[src/rtl/tgs_pkg.sv]
package tgs_pkg;

   localparam int unsigned NUM_STAGES = 6;
   localparam int unsigned ST_W       = 4;
   localparam int unsigned STG_IDX_W  = $clog2(NUM_STAGES);

   // Start states carry odd codes, run states even codes; stage k starts at 2k+1.
   typedef enum logic [ST_W-1:0] {
      S_IDLE     = 4'd0,
      S_EMB_GO   = 4'd1,
      S_EMB_RUN  = 4'd2,
      S_B1_GO    = 4'd3,
      S_B1_RUN   = 4'd4,
      S_B2_GO    = 4'd5,
      S_B2_RUN   = 4'd6,
      S_B3_GO    = 4'd7,
      S_B3_RUN   = 4'd8,
      S_B4_GO    = 4'd9,
      S_B4_RUN   = 4'd10,
      S_PRJ_GO   = 4'd11,
      S_PRJ_RUN  = 4'd12,
      S_ARG_WAIT = 4'd13,
      S_EMIT     = 4'd14,
      S_HALT     = 4'd15
   } tgs_state_e;

   function automatic logic is_run(tgs_state_e s);
      logic [ST_W-1:0] v;
      v = s;
      return (v >= 4'd2) && (v <= 4'd12) && !v[0];
   endfunction

   function automatic logic [STG_IDX_W-1:0] run_stage(tgs_state_e s);
      logic [ST_W-1:0] v;
      v = s;
      return STG_IDX_W'((v - 4'd2) >> 1);
   endfunction

endpackage

[src/rtl/tgs_gen_count.sv]
module tgs_gen_count #(
   parameter int unsigned MAX_GEN = 16
) (
   input  logic clk,
   input  logic rst,
   input  logic bump_i,
   output logic last_o
);
   localparam int unsigned CNT_W = (MAX_GEN > 1) ? $clog2(MAX_GEN) : 1;
   localparam logic [CNT_W-1:0] LAST_V = CNT_W'(MAX_GEN - 1);

   logic [CNT_W-1:0] cnt_q;

   always_ff @(posedge clk) begin
      if (rst) begin
         cnt_q <= '0;
      end else if (bump_i && !last_o) begin
         cnt_q <= cnt_q + 1'b1;
      end
   end

   assign last_o = (cnt_q == LAST_V);

   // each emitted token advances the count by one until the last one
   p_count_step_r8: assert property (@(posedge clk) disable iff (rst)
      (bump_i && !last_o) |=> (cnt_q == $past(cnt_q) + 1'b1));

endmodule

[src/rtl/tgs_tok_loop.sv]
module tgs_tok_loop #(
   parameter int unsigned TOK_W = 7,
   parameter int unsigned SEED  = 42
) (
   input  logic             clk,
   input  logic             rst,
   input  logic             clear_i,
   input  logic             res_valid_i,
   input  logic [TOK_W-1:0] res_tok_i,
   input  logic             load_i,
   output logic [TOK_W-1:0] cur_tok_o,
   output logic [TOK_W-1:0] cap_tok_o,
   output logic             got_o
);
   localparam logic [TOK_W-1:0] SEED_V = TOK_W'(SEED);

   logic [TOK_W-1:0] cur_q;
   logic [TOK_W-1:0] cap_q;
   logic             got_q;

   // Result capture: a new iteration discards anything captured before it.
   always_ff @(posedge clk) begin
      if (rst) begin
         got_q <= 1'b0;
         cap_q <= '0;
      end else if (clear_i) begin
         got_q <= 1'b0;
      end else if (res_valid_i) begin
         got_q <= 1'b1;
         cap_q <= res_tok_i;
      end
   end

   // Feedback register: seed after reset, emitted token afterwards.
   always_ff @(posedge clk) begin
      if (rst) begin
         cur_q <= SEED_V;
      end else if (load_i) begin
         cur_q <= cap_q;
      end
   end

   assign cur_tok_o = cur_q;
   assign cap_tok_o = cap_q;
   assign got_o     = got_q;

   // a result strobe outside an iteration start is held with its flag
   p_capture_r7: assert property (@(posedge clk) disable iff (rst)
      (res_valid_i && !clear_i) |=> (got_q && cap_q == $past(res_tok_i)));

   // the flag never survives an iteration start
   p_flag_clear_r6: assert property (@(posedge clk) disable iff (rst)
      clear_i |=> !got_q);

   // the token being emitted becomes the next input token
   p_feedback_r5: assert property (@(posedge clk) disable iff (rst)
      load_i |=> (cur_q == $past(cap_q)));

endmodule

[src/rtl/tgs_ctrl_fsm.sv]
module tgs_ctrl_fsm
   import tgs_pkg::*;
(
   input  logic                  clk,
   input  logic                  rst,
   input  logic                  go_i,
   input  logic [NUM_STAGES-1:0] stage_done_i,
   input  logic                  got_i,
   input  logic                  last_i,
   output tgs_state_e            state_o,
   output logic [NUM_STAGES-1:0] stage_start_o
);
   tgs_state_e st_q;
   tgs_state_e st_d;

   always_comb begin
      st_d = st_q;
      case (st_q)
         S_IDLE: begin
            if (go_i) st_d = S_EMB_GO;
         end
         S_EMB_GO, S_B1_GO, S_B2_GO, S_B3_GO, S_B4_GO, S_PRJ_GO: begin
            st_d = tgs_state_e'(st_q + 4'd1);
         end
         S_EMB_RUN, S_B1_RUN, S_B2_RUN, S_B3_RUN, S_B4_RUN, S_PRJ_RUN: begin
            if (stage_done_i[run_stage(st_q)]) st_d = tgs_state_e'(st_q + 4'd1);
         end
         S_ARG_WAIT: begin
            if (got_i) st_d = S_EMIT;
         end
         S_EMIT: begin
            st_d = last_i ? S_HALT : S_EMB_GO;
         end
         S_HALT: begin
            st_d = S_HALT;
         end
         default: st_d = S_IDLE;
      endcase
   end

   always_ff @(posedge clk) begin
      if (rst) st_q <= S_IDLE;
      else     st_q <= st_d;
   end

   for (genvar k = 0; k < NUM_STAGES; k++) begin : g_start
      assign stage_start_o[k] = (st_q == tgs_state_e'(ST_W'(2 * k + 1)));
   end

   assign state_o = st_q;

   // a start pulse lasts one cycle
   p_start_pulse_r3: assert property (@(posedge clk) disable iff (rst)
      (|stage_start_o) |=> !(|stage_start_o));

   // never two stages started at once
   p_start_single_r3: assert property (@(posedge clk) disable iff (rst)
      $onehot0(stage_start_o));

   // a run state holds until its own stage reports done
   p_run_hold_r4: assert property (@(posedge clk) disable iff (rst)
      (is_run(st_q) && !stage_done_i[run_stage(st_q)]) |=> $stable(st_q));

   // idle holds without go
   p_idle_hold_r2: assert property (@(posedge clk) disable iff (rst)
      (st_q == S_IDLE && !go_i) |=> (st_q == S_IDLE));

   // the terminal state is never left without reset
   p_halt_sticky_r8: assert property (@(posedge clk) disable iff (rst)
      (st_q == S_HALT) |=> (st_q == S_HALT));

endmodule

[src/rtl/tok_gen_sequencer.sv]
module tok_gen_sequencer
   import tgs_pkg::*;
#(
   parameter int unsigned TOK_W      = 7,
   parameter int unsigned VOCAB      = 128,
   parameter int unsigned MAX_GEN    = 16,
   parameter int unsigned SEED_TOKEN = 42
) (
   input  logic                  clk,
   input  logic                  rst,
   input  logic                  go,
   output logic [NUM_STAGES-1:0] stage_start,
   input  logic [NUM_STAGES-1:0] stage_done,
   output logic [TOK_W-1:0]      cur_token,
   input  logic                  argmax_valid,
   input  logic [TOK_W-1:0]      argmax_token,
   output logic                  out_valid,
   output logic [TOK_W-1:0]      out_token,
   output logic                  gen_done
);
   if (TOK_W < 1 || VOCAB > (1 << TOK_W)) begin : g_bad_width
      $error("tok_gen_sequencer: vocabulary does not fit token width");
   end
   if (SEED_TOKEN >= VOCAB) begin : g_bad_seed
      $error("tok_gen_sequencer: seed token outside vocabulary");
   end
   if (MAX_GEN < 1) begin : g_bad_count
      $error("tok_gen_sequencer: at least one token must be generated");
   end

   tgs_state_e       state;
   logic             got;
   logic             last;
   logic             emit;
   logic             iter_start;
   logic [TOK_W-1:0] cap_tok;

   tgs_ctrl_fsm i_fsm (
      .clk           (clk),
      .rst           (rst),
      .go_i          (go),
      .stage_done_i  (stage_done),
      .got_i         (got),
      .last_i        (last),
      .state_o       (state),
      .stage_start_o (stage_start)
   );

   assign emit       = (state == S_EMIT);
   assign iter_start = stage_start[0];

   tgs_tok_loop #(
      .TOK_W (TOK_W),
      .SEED  (SEED_TOKEN)
   ) i_loop (
      .clk         (clk),
      .rst         (rst),
      .clear_i     (iter_start),
      .res_valid_i (argmax_valid),
      .res_tok_i   (argmax_token),
      .load_i      (emit),
      .cur_tok_o   (cur_token),
      .cap_tok_o   (cap_tok),
      .got_o       (got)
   );

   tgs_gen_count #(
      .MAX_GEN (MAX_GEN)
   ) i_count (
      .clk    (clk),
      .rst    (rst),
      .bump_i (emit),
      .last_o (last)
   );

   assign out_valid = emit;
   assign out_token = cap_tok;
   assign gen_done  = (state == S_HALT);

   // the output strobe is a single cycle
   p_emit_pulse_r6: assert property (@(posedge clk) disable iff (rst)
      out_valid |=> !out_valid);

   // no emission before a result has been captured
   p_arg_gate_r6: assert property (@(posedge clk) disable iff (rst)
      (state == S_ARG_WAIT && !got) |=> !out_valid);

   // emitted token is fed back as the next input
   p_loop_back_r5: assert property (@(posedge clk) disable iff (rst)
      out_valid |=> (cur_token == $past(out_token)));

endmodule

[config.mk]
export PLATFORM = sky130hd
export DESIGN_NAME = tok_gen_sequencer
export DESIGN_NICKNAME = d
export VERILOG_FILES = /design/src/rtl/tgs_pkg.sv /design/src/rtl/tgs_gen_count.sv /design/src/rtl/tgs_tok_loop.sv /design/src/rtl/tgs_ctrl_fsm.sv /design/src/rtl/tok_gen_sequencer.sv
export SDC_FILE = /design/constraint.sdc
export NUM_CORES = 1
export LEC_CHECK = 0
export BUFFER_PORTS_ARGS = -buffer_cell sky130_fd_sc_hd__buf_2
export CORE_MARGIN = 2
export CORE_UTILIZATION = 46
export DETAILED_ROUTE_END_ITERATION = 8
export GPL_TIMING_DRIVEN = 0
export PLACE_DENSITY_LB_ADDON = 0.15
export REMOVE_ABC_BUFFERS = 1
export SLEW_MARGIN = 20
export SYNTH_ARGS = -nofsm -noshare
export SYNTH_HDL_FRONTEND = slang
export SYNTH_HIERARCHICAL = 1
export SYNTH_SLANG_ARGS = --single-unit
[constraint.sdc]
create_clock -name clk -period 1.9 [get_ports clk]
set_clock_uncertainty 0.05 [all_clocks]
set_input_delay 0.19 -clock clk [delete_from_list [all_inputs] [get_ports clk]]
set_output_delay 0.19 -clock clk [all_outputs]
set_load 0.005 [all_outputs]
==> results.md <==
- # fillers: roughly 270
- Die Wd: 58.7 µm
- Clk root buf: clkbuf_4
- Die H: 58.7 µm
- Top post-synthesis cells by count: dfxtp_1, nor2_1, nand2b_1
- Ys async rst share: 0%
- Worst hold path class: input port to register
- Synth cell types: 46
- Register area share after synthesis: between 30% and 40%
- Clock transition at the registers of the reported paths: 120 ps
- Setup Viol. Count Final: 0
- DR DRC count: 1
- Area share of the largest cell type after synthesis: roughly 33%
- Area grow syn2layout: 23.3%
- Sequential Area: 473 µm²
- Final core utilization: between 60% and 70%
- CTS Buf Count: 3
- Max Root-Sink Buffers: 2
- First-pass GRT wire length: 5.29 mm
- Yosys warnings: 6
- Switching part of the total power: 38.3%
- Die area: 3450 µm²
- Setup WS post-layout: 63.4 ps
- Pre-CTS WS: -251 ps
- Sequential share of power: 35.4%
- Cell count after synthesis: 147
- Crit. End Element: register
- Cell with the most instances after synthesis: dfxtp_1
- Antenna violations before repair: 0
- Number of synthesized flops with an enable pin: 0
- Pwr dens: 1050 nW/µm²
- Crit Path Category: register to register
- Comb pwr share: between 50 and 60%
- Share of layout cells above drive strength 1: 38.5%
- Initial DRC Count: 54
- Rows: 19
- WHS: roughly 95 ps
- H-Tree Depth: 1
- Largest net degree at the start of global routing: 33
- Total gr overflow: 0
- Slew @ Worst Pin: ~480 ps
- Status: complete, but fails checks
- Final Cycle Share: 96.7%
- P_leak: 0.714 nW
- Power share of the clock group: 12.5%
- NetSw: slightly below 0.0007 W
- Multi-input gate area: 890 µm²
- HPWL after DPL: 2.20 mm
- Min Tclk post-route: 1840 ps
- F_max: about 540 MHz
- Post-route cell area: between 1500 and 2000 µm²
- Critical Path AT: 1970 ps
- Initial core utilization: 49.1%
- Detail Route Antenna Nets: 0
- Mapped Area: 1380 µm²
- Worst vdd ir: 0.760 mV
- Syn avg cell area: 9.36 µm²
- Max Slew Vio Count: 0
- Antenna cells: 0
- Total GRT Usage: 19.5%
- Largest cells by area after synthesis: dfxtp_1, ha_1, nand4bb_1
- Vias: 1254
- Synth Flop Type: dfxtp_1
- Routed WL: approximately 3.2 mm
- PortBufs: 38
- Reg-to-reg setup timing slack: between 60 and 70 ps
- CTS tree: yes
- Pre-antenna DRT Iters: 7
- Cts hold-fix bufs: 0
- RSZ-0062 raised after global routing: true
- Clock sink total: 23
- Core footprint: 2810 µm²
- Total negative slack: 0 ps
- Worst EP required: 2030 ps
- Max Cap Violations: 0
- Nets: 218
- Crit-path max FO: 6
- Pint: 0.00110 W
- Placer Congestion: 0.758
- Biggest area consumer among synthesized cells: dfxtp_1
- Startpoint types: register
- Relative slew slack: ~68%
- Vias in the first global route: 1173
- Clk_lat worst skew: ~300 ps
- Synthesis-stage register bit count: 23
- Hold Violations, Final: 0
- Placed Area: 1570 µm²
- Drt wl/cell: about 14 µm
- Num ports: 39
- Failing checks: DRC
- Via-per-instance ratio: 5.62
## critical path, cell delays in order (launching register included)
cell      delay [ps]
dfxtp_4          380
inv_1            100
ha_2             240
or4b_1           470
o21ai_2          100
inv_1            110
a21oi_1          180
a311oi_2          80
## timing repair
action                     in CTS  in global routing
gates resized for setup         9                  7
pin swaps                       1                  4
setup endpoints to repair      19                  5
gates cloned                    0                  0
buffers inserted                4                  4
## registers in the layout (all words and copies together) (netlist names)
register / flops
i_count/cnt_q: 4
i_loop/cur_tok_o: 7
i_loop/got_o: 1
i_fsm/state_o: 4
i_loop/cap_tok_o: 7
## per-layer routing
layer / wire (µm) / part of all wire, % / GRT usage, %
met2: 1510 / 48 / 33.2
met3: 186 / 5.9 / 4.84
met5: 0 / 0 / 0
met4: 27 / 0.86 / 5.52
met1: 1430 / 45 / 24.5
## power by group through the flow
stage                     clock [W]  combinational (W)  sequential, W
after floorplan                   0           0.000552       0.000634
after global placement            0           0.000713       0.000656
after detailed placement          0           0.000734       0.000660
after CTS                  0.000229           0.000831       0.000633
after global routing       0.000252            0.00102       0.000645
final                      0.000224           0.000932       0.000633
## placed cells by master (no fill, tap or decap), types with 2 or more instances in the layout
cell type,count
o21ai_2,4
and4b_2,2
clkbuf_4,3
and3_1,3
nand2_1,4
nor2b_4,2
a21oi_1,6
nand2b_1,11
nor4_1,2
nor2b_1,4
buf_2,38
o21ai_0,2
dfxtp_4,3
o21ai_1,5
a211o_1,3
buf_4,8
nor3_1,6
nor3b_1,3
dfxtp_1,19
mux2i_1,5
nand4bb_1,7
a211oi_1,2
nor2_1,13
inv_1,4
ha_2,2
ha_1,6
## worst paths after layout
path,from,to,cells after the start
worst min-delay path,argmax_token[5],i_loop/cap_tok_o[5],3
worst max register to register,i_fsm/state_o[0],i_fsm/state_o[1],7
worst min register to register,i_loop/cap_tok_o[6],i_loop/cap_tok_o[6],2
worst max-delay path,i_fsm/state_o[0],i_fsm/state_o[1],7
## layout make-up
class                           count  area share, %
Inverter                            5           1.11
Sequential cell                    23           27.9
Tap cell                           31           2.29
Multi-Input combinational cell    114           52.4
Timing Repair Buffer               46           14.7
Clock buffer                        4           1.55
## through the flow
stage,total power [W],instances
final,0.00179,223
after floorplan,0.00119,142
after CTS,0.00169,219
after global routing,0.00191,223
after global placement,0.00137,211
after detailed placement,0.00139,211
## cells by family after synthesis
group                    count (synthesis)  synth area share, %
AND/OR/NAND/NOR                         66                 31.5
AO/OA/AOI/OAI                           30                 15.4
flip-flops                              23                 33.5
buffers and inverters                   10                 3.91
multiplexers                             8                 7.18
adder cells (fa/ha/maj)                  8                 7.27
XOR/XNOR                                 2                 1.27
Note: power is estimated with default switching activity, not from simulation.
